### src/rtl/jce_pkg.sv
package jce_pkg;
  localparam int unsigned LEN_W = 16;  // two length bytes

  // opcode bits 6..0
  typedef struct packed {
    logic wr_tms;
    logic rd_tdo;
    logic wr_tdi;
    logic lsb_first;
    logic rd_fall;
    logic bit_mode;
    logic wr_fall;
  } jce_op_t;

  typedef enum logic [2:0] {
    S_OP, S_LEN0, S_LEN1, S_LOAD, S_SHIFT
  } jce_state_e;

  function automatic logic [2:0] bit_pos(input logic lsb, input logic [2:0] idx);
    return lsb ? idx : 3'd7 - idx;
  endfunction
endpackage

### src/rtl/jce_tck_gen.sv
module jce_tck_gen #(
  parameter int unsigned DIV_W = 8
) (
  input  logic             clk_i,
  input  logic             rst_ni,
  input  logic             clr_i,
  input  logic             en_i,
  input  logic [DIV_W-1:0] div_i,
  output logic             tick_o
);
  logic [DIV_W-1:0] cnt_q;

  assign tick_o = en_i && (cnt_q == div_i);

  always_ff @(posedge clk_i or negedge rst_ni) begin
    if (!rst_ni)      cnt_q <= '0;
    else if (clr_i)   cnt_q <= '0;
    else if (tick_o)  cnt_q <= '0;
    else if (en_i)    cnt_q <= cnt_q + DIV_W'(1);
  end
endmodule

### src/rtl/jce_capture.sv
module jce_capture (
  input  logic       clk_i,
  input  logic       rst_ni,
  input  logic       clr_i,
  input  logic       smp_i,
  input  logic [2:0] pos_i,
  input  logic       tdo_i,
  output logic [7:0] byte_nx_o
);
  logic [7:0] cap_q;

  always_comb begin
    byte_nx_o = cap_q;
    if (smp_i) byte_nx_o[pos_i] = tdo_i;
  end

  always_ff @(posedge clk_i or negedge rst_ni) begin
    if (!rst_ni)    cap_q <= '0;
    else if (clr_i) cap_q <= '0;
    else            cap_q <= byte_nx_o;
  end
endmodule

### src/rtl/jtag_cmd_engine.sv
module jtag_cmd_engine
  import jce_pkg::*;
#(
  parameter int unsigned DIV_W = 8
) (
  input  logic             clk_i,
  input  logic             rst_ni,
  input  logic [DIV_W-1:0] div_i,
  input  logic [7:0]       cmd_data_i,
  input  logic             cmd_valid_i,
  output logic             cmd_ready_o,
  output logic [7:0]       rsp_data_o,
  output logic             rsp_valid_o,
  input  logic             rsp_ready_i,
  output logic             tck_o,
  output logic             tms_o,
  output logic             tdi_o,
  input  logic             tdo_i
);
  jce_state_e       state_q;
  jce_op_t          op_q, op_in;
  logic [7:0]       len_lo_q, data_q, rsp_data_q;
  logic [LEN_W-1:0] byte_cnt_q;
  logic [2:0]       last_idx_q, bit_idx_q, pos, pos_nx, pos0;
  logic             tck_q, tms_q, tdi_q, rsp_valid_q;
  logic             wr_any, rsp_stall, tick, rise, fall, smp, byte_end, load_go;
  logic [7:0]       load_byte, cap_nx;

  assign op_in     = jce_op_t'(cmd_data_i[6:0]);
  assign wr_any    = op_q.wr_tdi | op_q.wr_tms;
  assign rsp_stall = rsp_valid_q & ~rsp_ready_i;
  assign rise      = tick & ~tck_q;
  assign fall      = tick & tck_q;
  assign smp       = op_q.rd_tdo & (op_q.rd_fall ? fall : rise);
  assign byte_end  = fall && (bit_idx_q == last_idx_q);
  assign load_go   = (state_q == S_LOAD) && (!wr_any || cmd_valid_i);
  assign load_byte = wr_any ? cmd_data_i : 8'h00;
  assign pos       = bit_pos(op_q.lsb_first, bit_idx_q);
  assign pos_nx    = bit_pos(op_q.lsb_first, bit_idx_q + 3'd1);
  assign pos0      = bit_pos(op_q.lsb_first, 3'd0);

  assign cmd_ready_o = (state_q == S_OP) || (state_q == S_LEN0) || (state_q == S_LEN1) ||
                       ((state_q == S_LOAD) && wr_any);

  jce_tck_gen #(.DIV_W(DIV_W)) i_tck_gen (
    .clk_i  (clk_i),
    .rst_ni (rst_ni),
    .clr_i  (state_q != S_SHIFT),
    .en_i   ((state_q == S_SHIFT) && !rsp_stall),
    .div_i  (div_i),
    .tick_o (tick)
  );

  jce_capture i_capture (
    .clk_i     (clk_i),
    .rst_ni    (rst_ni),
    .clr_i     (load_go),
    .smp_i     (smp),
    .pos_i     (pos),
    .tdo_i     (tdo_i),
    .byte_nx_o (cap_nx)
  );

  always_ff @(posedge clk_i or negedge rst_ni) begin
    if (!rst_ni) begin
      state_q     <= S_OP;
      op_q        <= '0;
      len_lo_q    <= '0;
      byte_cnt_q  <= '0;
      last_idx_q  <= '0;
      bit_idx_q   <= '0;
      data_q      <= '0;
      tck_q       <= 1'b0;
      tms_q       <= 1'b1;
      tdi_q       <= 1'b0;
      rsp_valid_q <= 1'b0;
      rsp_data_q  <= '0;
    end else begin
      if (rsp_valid_q && rsp_ready_i) rsp_valid_q <= 1'b0;
      unique case (state_q)
        S_OP: if (cmd_valid_i) begin
          op_q <= op_in;
          if (!(op_in.wr_tdi && op_in.wr_tms)) state_q <= S_LEN0;  // both lines: drop
        end
        S_LEN0: if (cmd_valid_i) begin
          len_lo_q <= cmd_data_i;
          state_q  <= S_LEN1;
        end
        S_LEN1: if (cmd_valid_i) begin
          byte_cnt_q <= op_q.bit_mode ? '0 : {cmd_data_i, len_lo_q};
          last_idx_q <= op_q.bit_mode ? len_lo_q[2:0] : 3'd7;
          state_q    <= S_LOAD;
        end
        S_LOAD: if (load_go) begin
          data_q    <= load_byte;
          bit_idx_q <= '0;
          if (op_q.wr_tms) tdi_q <= load_byte[7];
          if (op_q.wr_fall) begin
            if (op_q.wr_tdi) tdi_q <= load_byte[pos0];
            if (op_q.wr_tms) tms_q <= load_byte[pos0];
          end
          state_q <= S_SHIFT;
        end
        S_SHIFT: begin
          if (rise) begin
            tck_q <= 1'b1;
            if (!op_q.wr_fall) begin
              if (op_q.wr_tdi) tdi_q <= data_q[pos];
              if (op_q.wr_tms) tms_q <= data_q[pos];
            end
          end
          if (fall) begin
            tck_q <= 1'b0;
            if (byte_end) begin
              if (op_q.rd_tdo) begin
                rsp_valid_q <= 1'b1;
                rsp_data_q  <= cap_nx;
              end
              if (byte_cnt_q == '0) state_q <= S_OP;
              else begin
                byte_cnt_q <= byte_cnt_q - LEN_W'(1);
                state_q    <= S_LOAD;
              end
            end else begin
              bit_idx_q <= bit_idx_q + 3'd1;
              if (op_q.wr_fall) begin
                if (op_q.wr_tdi) tdi_q <= data_q[pos_nx];
                if (op_q.wr_tms) tms_q <= data_q[pos_nx];
              end
            end
          end
        end
        default: state_q <= S_OP;
      endcase
    end
  end

  assign tck_o       = tck_q;
  assign tms_o       = tms_q;
  assign tdi_o       = tdi_q;
  assign rsp_valid_o = rsp_valid_q;
  assign rsp_data_o  = rsp_data_q;
endmodule

### config.mk
export PLATFORM = sky130hd
export DESIGN_NAME = jtag_cmd_engine
export DESIGN_NICKNAME = d
export VERILOG_FILES = /design/src/rtl/jce_pkg.sv /design/src/rtl/jce_tck_gen.sv /design/src/rtl/jce_capture.sv /design/src/rtl/jtag_cmd_engine.sv
export SDC_FILE = /design/constraint.sdc
export NUM_CORES = 1
export LEC_CHECK = 0
export BUFFER_PORTS_ARGS = -buffer_cell sky130_fd_sc_hd__buf_2
export CAP_MARGIN = 20
export CORE_MARGIN = 3
export CORE_UTILIZATION = 35
export DETAILED_ROUTE_END_ITERATION = 6
export RECOVER_POWER = 100
export SLEW_MARGIN = 40
export SYNTH_ARGS = -nofsm -noshare
export SYNTH_HDL_FRONTEND = slang
export SYNTH_SLANG_ARGS = --single-unit
### constraint.sdc
create_clock -name clk_i -period 3.3 [get_ports clk_i]
set_input_delay 0.66 -clock clk_i [delete_from_list [all_inputs] [get_ports clk_i]]
set_output_delay 0.66 -clock clk_i [all_outputs]
set_load 0.01 [all_outputs]
# After elaboration in Yosys (flattened, before gate mapping)
# Cells that the tools add are included.
[op_classes]
addsub = 5
order_cmp = 4
eq_ne = 18
mux = 69
bitwise_logic = 7
n_reduce_logical = 31
[ops]
columns = ["cell", "n"]
rows = [
  ["16-bit two-way mux", 5],
  ["8-bit two-way mux", 6],
  ["3-bit two-way mux", 14],
  ["1-bit two-way mux", 33],
  ["16-bit case mux with 2 select lines", 1],
  ["2-bit != test, second input constant", 10],
  ["16-bit logical NOT", 1],
  ["16-bit by 1-bit subtractor with 16-bit output, second input constant", 1],
  ["3-bit case mux with 5 select lines", 1],
  ["3-bit by 4-bit < comparator with 1-bit output, second input constant", 3],
  ["2-bit AND reduction", 6],
  ["4-bit AND reduction", 3],
  ["1-bit binary-select mux with 3-bit select", 3],
  ["8-bit by 1-bit adder with 8-bit output, second input constant", 1],
  ["8-bit bitwise mux", 1],
  ["8-bit == test", 1],
  ["1-bit logical AND", 8],
  ["7-bit AND reduction", 1],
  ["3-bit by 2-bit == test with 1-bit output, second input constant", 2],
  ["3-bit case mux with 2 select lines", 1],
  ["2-bit nonzero test", 3],
  ["3-bit subtractor, first input constant", 2],
  ["5-bit AND reduction", 1],
  ["1-bit bitwise AND", 4],
  ["other kinds (16)", 22],
]
[totals]
reg_bits = 76
input_bits = 21
out_inout_bits = 13

# Longest topological paths before layout
# Gate-level depths: netlist of the first run.
[depth]
depth_word = 12
ltp_mapped = 9
mapped_depth_nobuf = 8

# By module
# From an unflattened synthesis of the first run, not the netlist that was laid out.
[unflattened]
hier_cells = 427
area_unflattened_um2 = 4489.3
[by_module_without_submodules]
columns = ["module", "instances", "cells_per_inst", "area_each_um2"]
rows = [
  ["jtag_cmd_engine", 1, 333, 3440.8],
  ["jce_tck_gen", 1, 52, 533.0],
  ["jce_capture", 1, 42, 515.5],
]

# Least setup slack after synthesis of the first run
# No wires, ideal clock.
[synth_path]
path_type = "input-to-reg"
start = "input port div_i[2]"
end = "register byte_cnt_q[2]"
arrival_time_ps = 2168
t_required_ps = 3173
setup_slack_ps = 1005
stages = 7
path_cell_list = "xnor2_1 > nand4_1 > nor4_4 > o2bb2ai_2 > buf_4 > a211oi_1 > a21oi_1"
[synth_via]
elab_chain_cells = 6
word_cells_on_any_way = 7
[synth_rtl]
columns = ["item", "line", "rtl"]
rows = [
  ["start: declaration", "jtag_cmd_engine.sv:8", "input logic [DIV_W-1:0] div_i,"],
  ["8-bit == test *", "jce_tck_gen.sv:13", "assign tick_o = en_i && (cnt_q == div_i);"],
  ["1-bit logical AND *", "jce_tck_gen.sv:13", ""],
  ["1-bit bitwise AND *", "jtag_cmd_engine.sv:33", "assign fall = tick & tck_q;"],
  ["1-bit logical AND", "jtag_cmd_engine.sv:35", "assign byte_end = fall && (bit_idx_q == last_idx_q);"],
  ["2-bit != test (no source line)", "n/a", ""],
  ["5-bit AND reduction (no source line) *", "n/a", ""],
  ["end signal: assignment", "jtag_cmd_engine.sv:90", "byte_cnt_q <= op_q.bit_mode ? '0 : {cmd_data_i, len_lo_q};"],
  ["end signal: assignment", "jtag_cmd_engine.sv:121", "byte_cnt_q <= byte_cnt_q - LEN_W'(1);"],
  ["end: declaration", "jtag_cmd_engine.sv:23", "logic [LEN_W-1:0] byte_cnt_q;"],
]
# Every way passes the cells marked *; elsewhere a longest branch is shown, timed or not.
# A chain may end at the register's enable or synchronous reset.

# Final worst setup path of the first run
[layout_path]
start = "register state_q[1]"
end = "register byte_cnt_q[1]"
[layout_via]
elab_chain_cells = 7
word_cells_on_any_way = 13
[layout_rtl]
columns = ["item", "line", "rtl"]
rows = [
  ["start: declaration", "jtag_cmd_engine.sv:20", "jce_state_e state_q;"],
  ["start signal: assignment", "jtag_cmd_engine.sv:66", "state_q <= S_OP;"],
  ["start signal: assignment", "jtag_cmd_engine.sv:83", "if (!(op_in.wr_tdi && op_in.wr_tms)) state_q <= S_LEN0;"],
  ["start signal: assignment", "jtag_cmd_engine.sv:87", "state_q <= S_LEN1;"],
  ["3-bit == test", "jtag_cmd_engine.sv:49, jtag_cmd_engine.sv:80", ""],
  ["1-bit logical AND", "jtag_cmd_engine.sv:49", ".en_i ((state_q == S_SHIFT) && !rsp_stall),"],
  ["1-bit logical AND", "jce_tck_gen.sv:13", ""],
  ["1-bit bitwise AND", "jtag_cmd_engine.sv:33", ""],
  ["1-bit logical AND", "jtag_cmd_engine.sv:35", ""],
  ["2-bit != test (no source line)", "n/a", ""],
  ["5-bit AND reduction (no source line)", "n/a", ""],
]
# Parallel ways exist; a longest one is shown, timed or not.

==> results of run 1 <==
## logic make-up (layout without fill, tap and decap cells)
kind of cell,after synthesis,in the layout,share of synthesized area
buffers and inverters,39,71,0.03596
DFF,76,76,0.4341
and+or+nand+nor,193,193,0.2289
xor gates and xnor gates,16,16,0.03196
AOI/OAI and AO/OA,127,127,0.1749
adders and majority gates,4,4,0.01142
muxes,30,30,0.08276
## routing by layer
layer,vias up,part of all wire
li1,1804,-
met1,1783,0.46
met2,73,0.48
met3,17,0.046
met4,0,0.012
met5,-,0
## power by group
group	total (mW)	internal [mW]	switching, mW
registers	1.49	1.19	0.300
clock network	0.982	0.602	0.380
logic	1.20	0.483	0.714
## registers in the layout (all words and copies together), names as in the netlist
signal,flops
bit_idx_q,3
byte_cnt_q,16
data_q,8
i_capture.cap_q,8
i_tck_gen.cnt_q,8
last_idx_q,3
len_lo_q,8
op_q,7
rsp_data_o,8
rsp_valid_o,1
state_q,3
tck_o,1
tdi_o,1
tms_o,1
## area by class of cell
class,instances,share of cell area
repair buffers,40,0.03782
flip-flops and latches,76,0.3835
clock buffers,11,0.04892
inverters,15,0.01135
well taps,168,0.04236
clock inverters,5,0.01059
multi-input cells,370,0.4655
## cells in the final DEF (no fill, tap or decap), types with 13 or more instances in the layout
master     n
clkbuf_1  17
buf_2     20
a21oi_1   21
mux2i_1   16
o21ai_0   37
dfrtp_1   75
nand3_1   17
xnor2_1   13
inv_1     15
o21ai_1   22
nand2_1   67
nor2_1    42
## worst reg2reg max path: stages (launching register included)
cell       delay [ps]
dfrtp_1           500
nor3b_1           430
nand4_1           460
nor4_4            580
a2bb2oi_2         290
mux2_1            360
## synthesized netlist by cell type, types with 10 or more instances
library cell	instances
mux2i_1	16
inv_1	15
a21oi_1	21
xnor2_1	13
o21ai_1	45
o21ai_0	14
clkbuf_1	15
nor2_1	42
nand3_1	17
dfrtp_1	75
nand2_1	67
nand2b_1	10
o22ai_1	10
## worst max-delay path by stage
stage / to / depth (start not counted) / slack [ps]
final: byte_cnt_q[1] / 5 / 570
after floorplan: byte_cnt_q[2] / 7 / 1000
after global routing: byte_cnt_q[10] / 6 / 300
after detailed placement: byte_cnt_q[1] / 6 / 580
after global placement: byte_cnt_q[10] / 7 / 560
after CTS: tms_o / 7 / 800
## through the flow
stage               area [um2]  hold slack, ps
floorplan                 4384           364.4
detailed placement        4742           471.2
finish                    4962           478.6
global placement          4726           466.2
global route              4962           509.1
CTS                       5037           386.6
==> impl_metrics.yaml, run 1 <==
outcome:
  status: "complete, but fails checks"
  violations: "max-capacitance violations, max-slew violations"
worst_setup_path:
  cp_top_family: "simple AND/OR/NAND/NOR gates"
  r2r-end: "byte_cnt_q[1]"
  path_cells: "nor3b_1 > nand4_1 > nor4_4 > a2bb2oi_2 > mux2_1"
  critical_path_class: "register to register"
  rr_worst_depth: 5
  crit_buf_inv: 0
  required_ps: 3520
  slowest_stage: "nor4_4"
  critPathMaxFanout: 12
  worstReg2RegStart: "state_q[1]"
  endpoint_kind: "register"
  max_stage_delay_ps: 580
  critical_path_arrival_ps: 2950
  r2r_slack_ps: 570
  crit_start: "state_q[1]"
  start_kind: "register"
placed_design:
  finalWeightedCongestion: 0.8121
  place_hpwl_mm: 7.660
  io_buffers: 33
  place_inst: 669
  pre_cts_ws_ps: 579.1
cells_and_area:
  drive_gt1_frac: 0.1180
  post-route-util: 0.4097
  diodes: 0
  final_cells: 685
  seqCellArea_um2: 1903
  num-fill-cells: 1249
  multi_input_area_um2: 2310
  synthToLayoutAreaGrowth_pct: 13.18
  layout.nets: 537
logic_synthesis:
  synth_top_area_frac: 0.4281
  synth_nets: 510
  synth_cells: 485
  post_synth.cell_area_avg_um2: 9.040
  synthFlopType: "dfrtp_1"
  synth_edf_count: 0
  synth_area_leaders: "dfrtp_1, nand2_1, o21ai_1"
  synth_seq_cells: 76
  synth_cell_type_count: 60
  yosysSeqAreaShare: 0.4341
  ys_warn_count: 0
  yosys.area.top_type: "dfrtp_1"
  synthArstFlopShare: 1.000
  synth.cell_area_um2: 4384
job:
  cap_viol_max_count: 1
grt:
  grt.total_usage: 0.1591
  grt_use_met3: 0.04133
  grt_pass1_wl_mm: 18.03
  top_usage_layer: "met2"
  grt_max_degree: 77
  antenna_found_initial: 0
  grt_overflow: 0
  grt_util_met2: 0.2637
  grtUsageMet1: 0.2078
  grt_pass1_vias: 3559
sta:
  worst_slack_ps: 566.4
  slew_violations: 77
  fin_worst_skew_ps: 6.077
  maxSlewHeadroom: -0.2924
  setup_viol: 0
  hold_violations: 0
  grt_setup_unrepaired: "no"
  min_period_ps: 2734
  fmax_mhz: 365.8
  post-route-period-util: 0.8284
  tns_ps: 0
  worst_pin_slew_ps: 1939
routing:
  ant_nets: 0
  dr_total_vias: 3677
  drt-initial-drc-count: 190
  via_per_inst: 5.368
  drc: 0
  dr.pass1.iters: 4
  wire_per_inst_um: 15.47
  wirelength_mm: 10.60
floorplanning:
  die_x_um: 117.9
  die_h_um: 117.9
  rows: 40
  boundaryPins: 34
  coreArea_um2: 12110
  dieArea_um2: 13910
  start_util: 0.3620
clock_tree:
  clock-sinks: 76
  post-cts-setup-buffer-count: 0
  h-tree-depth: 3
  cts_buffers: 9
  path_clk_slew_ps: 60
  tritoncts: "done"
  cts_root_buffer: "clkbuf_16"
  holdBufCountCts: 0
  ctsResizeCount: 0
  cts.path.max_buffers: 2
  clock_latency_ps: 340
worst_hold_path:
  min_to: "rsp_data_o[0]"
  worstHoldStart: "rsp_data_o[0]"
  hold_path_depth: 2
  worstHoldPathType: "register to register"
power:
  finalPower_mw: 3.669
  total_leakage_power_nw: 2.075
  max-vdd-ir-drop_v: 0.0005129
  p_per_area_nw_per_um2: 739.4
Note: power is estimated with default switching activity, not from simulation.
==> run 2, diff against run 1 <==
--- a/config.mk
+++ b/config.mk
@@ -5,6 +5,7 @@
 export SDC_FILE = /design/constraint.sdc
 export NUM_CORES = 1
 export LEC_CHECK = 0
+export ABC_AREA = 1
 export BUFFER_PORTS_ARGS = -buffer_cell sky130_fd_sc_hd__buf_2
 export CAP_MARGIN = 20
 export CORE_MARGIN = 3
==> constraint.sdc (replaced) <==
create_clock -name clk_i -period 2.45 [get_ports clk_i]
set_input_delay 0.49 -clock clk_i [delete_from_list [all_inputs] [get_ports clk_i]]
set_output_delay 0.49 -clock clk_i [all_outputs]
set_load 0.01 [all_outputs]
==> run 2 against run 1 <==
Against the previous run: the flow now finishes without violations; first-iteration DRC count is 15% higher; clock power increased by 37%; critical endpoint is now byte_cnt_q[12]; hold slack got worse by 150 ps; fmax up 24%; non-clock buffer count shrank 3; register-to-register slack got worse by 330 ps; synthesized area is 2.9% higher; cell count up 21%; wire length is 9.3% higher; largest cell class unchanged.
==> impl_metrics.yaml, run 2 <==
worst_setup_path:
  r2r_slack_ps: 240
  required_ps: 2660
  critPathMaxFanout: 14
  worstSetupEndpoint: "byte_cnt_q[12]"
  critical_path_class: "register to register"
  start_kind: "register"
  worstReg2RegStart: "state_q[0]"
  crit_start: "state_q[0]"
  rr_worst_depth: 11
  critical_path_arrival_ps: 2420
  r2r-end: "byte_cnt_q[12]"
  endpoint_kind: "register"
cells_and_area:
  seqCellArea_um2: 1903
  largest_register: "byte_cnt_q"
  layout.nets: 680
  num-fill-cells: 1291
  layout_commonest_cell: "nand2_1"
  mostFrequentLayoutCells: "nand2_1, dfrtp_1, inv_1"
  synthToLayoutAreaGrowth_pct: 13.21
  diodes: 0
  largest_register_ffs: 16
  final_area_um2: 5105
  drive_gt1_frac: 0.09848
  multi_input_area_um2: 2230
grt:
  antenna_found_initial: 0
  grt_pass1_wl_mm: 19.58
  grt.total_usage: 0.1696
  grt_overflow: 0
  grt_pass1_vias: 4102
  grt_max_degree: 41
routing:
  wire_per_inst_um: 13.98
  drc: 0
  via_per_inst: 4.942
  dr_total_vias: 4092
  dr.pass1.iters: 4
  ant_nets: 0
  wirelength_mm: 11.58
  drt-initial-drc-count: 219
logic_synthesis:
  synthFlopType: "dfrtp_1"
  synthArstFlopShare: 1.000
  synth.cell_area_um2: 4509
  yosys.area.top_type: "dfrtp_1"
  synth.most_common_cell: "nand2_1"
  post_synth.cell_area_avg_um2: 7.261
  synth_edf_count: 0
  synth_cell_type_count: 42
  synthTopCellsByCount: "nand2_1, dfrtp_1, inv_1"
  synth_cells: 621
  synth_nets: 646
  synth_top_area_frac: 0.4162
  ys_warn_count: 0
  synth_area_leaders: "dfrtp_1, nand2_1, inv_1"
  yosysSeqAreaShare: 0.4220
  synth_seq_cells: 76
power:
  finalPower_mw: 5.955
  total_leakage_power_nw: 2.555
  p_per_area_nw_per_um2: 1167
  max-vdd-ir-drop_v: 0.0006543
sta:
  tns_ps: 0
  hold_violations: 0
  grt_setup_unrepaired: "no"
  worst_pin_slew_ps: 1038
  post-route-period-util: 0.9034
  fmax_mhz: 451.8
  fin_worst_skew_ps: 9.386
  min_period_ps: 2213
  setup_viol: 0
  maxSlewHeadroom: 0.3080
  slew_violations: 0
clock_tree:
  h-tree-depth: 3
  cts.path.max_buffers: 2
  ctsResizeCount: 0
  path_clk_slew_ps: 60
  holdBufCountCts: 0
  clock_latency_ps: 340
  post-cts-setup-buffer-count: 0
  tritoncts: "done"
  cts_root_buffer: "clkbuf_16"
  clock-sinks: 76
  cts_buffers: 9
placed_design:
  finalWeightedCongestion: 0.8768
  placed_cell_area_um2: 4851
  io_buffers: 33
  place_hpwl_mm: 8.690
floorplanning:
  boundaryPins: 34
  die_x_um: 119.5
  rows: 40
  die_h_um: 119.5
  dieArea_um2: 14280
  coreArea_um2: 12310
  start_util: 0.3663
outcome:
  status: "finished, final reports clean"
job:
  cap_viol_max_count: 0
worst_hold_path:
  worstHoldPathType: "primary input to async pin"
-- run 2: cell type report --
cell class / count / share of cell area
sequential: 76 / 0.3728
timing repair buffer: 37 / 0.03382
multi-input combinational: 455 / 0.4368
tap: 168 / 0.04118
clock buffer: 12 / 0.05025
inverter: 76 / 0.05588
clock inverter: 4 / 0.009314
-- run 2: report_power, final --
| group | total (mW) | internal, mW | switching, mW | leakage [nW] |
|---|---|---|---|---|
| sequential | 2.15 | 1.69 | 0.467 | 0.990 |
| combinational | 2.46 | 0.835 | 1.62 | 1.42 |
| clock | 1.35 | 0.840 | 0.506 | 0.149 |
| total | 5.96 | 3.36 | 2.59 | 2.56 |
-- run 2: cell families after synthesis --
logic type,synth area share
xor+xnor,0.04217
flops,0.4220
compound gates,0.1310
fa+ha+maj,0.01110
simple gates,0.3130
buf+inv,0.08074
-- run 2: worst min-delay path by stage --
stage	to	start	slack, ps
6_report	byte_cnt_q[15]	rst_ni	330
5_1_grt	rsp_data_o[7]	rst_ni	410
4_1_cts	byte_cnt_q[15]	rst_ni	160
3_5_place_dp	rsp_data_o[7]	rsp_data_o[7]	470
3_3_place_gp	rsp_data_o[6]	rsp_data_o[6]	460
2_1_floorplan	bit_idx_q[0]	rst_ni	190
-- run 2: critical path, stage by stage (launching register included) --
cell      delay, ps
dfrtp_1         450
nor2_4          170
nand2_4         150
nor2_4          160
nand3_2         140
nor3_4          220
nand2_1          90
nand2_1         120
nand2_2         170
clkbuf_2        240
nand2_1          90
o21ai_0          80
-- run 2: per-stage QoR --
| step | hold WS [ps] | instances | worst slack [ps] | utilization |
|---|---|---|---|---|
| 4_1_cts | 158.1 | 828 | 276.7 | 0.4187 |
| 3_3_place_gp | 459.0 | 812 | 337.1 | 0.3940 |
| 5_1_grt | 409.5 | 828 | 33.15 | 0.4146 |
| 2_1_floorplan | 194.4 | 621 | 745.4 | - |
| 3_5_place_dp | 468.6 | 812 | 299.6 | 0.3940 |
| 6_report | 332.1 | 828 | 236.6 | 0.4146 |
-- run 2: routing by layer --
layer / up-vias / track usage / wire (um)
met2: 73 / 0.2895 / 5572
met4: 0 / 0.05583 / 231
met1: 1917 / 0.2125 / 5381
met3: 22 / 0.03864 / 393
li1: 2080 / - / -
met5: - / 0 / 0
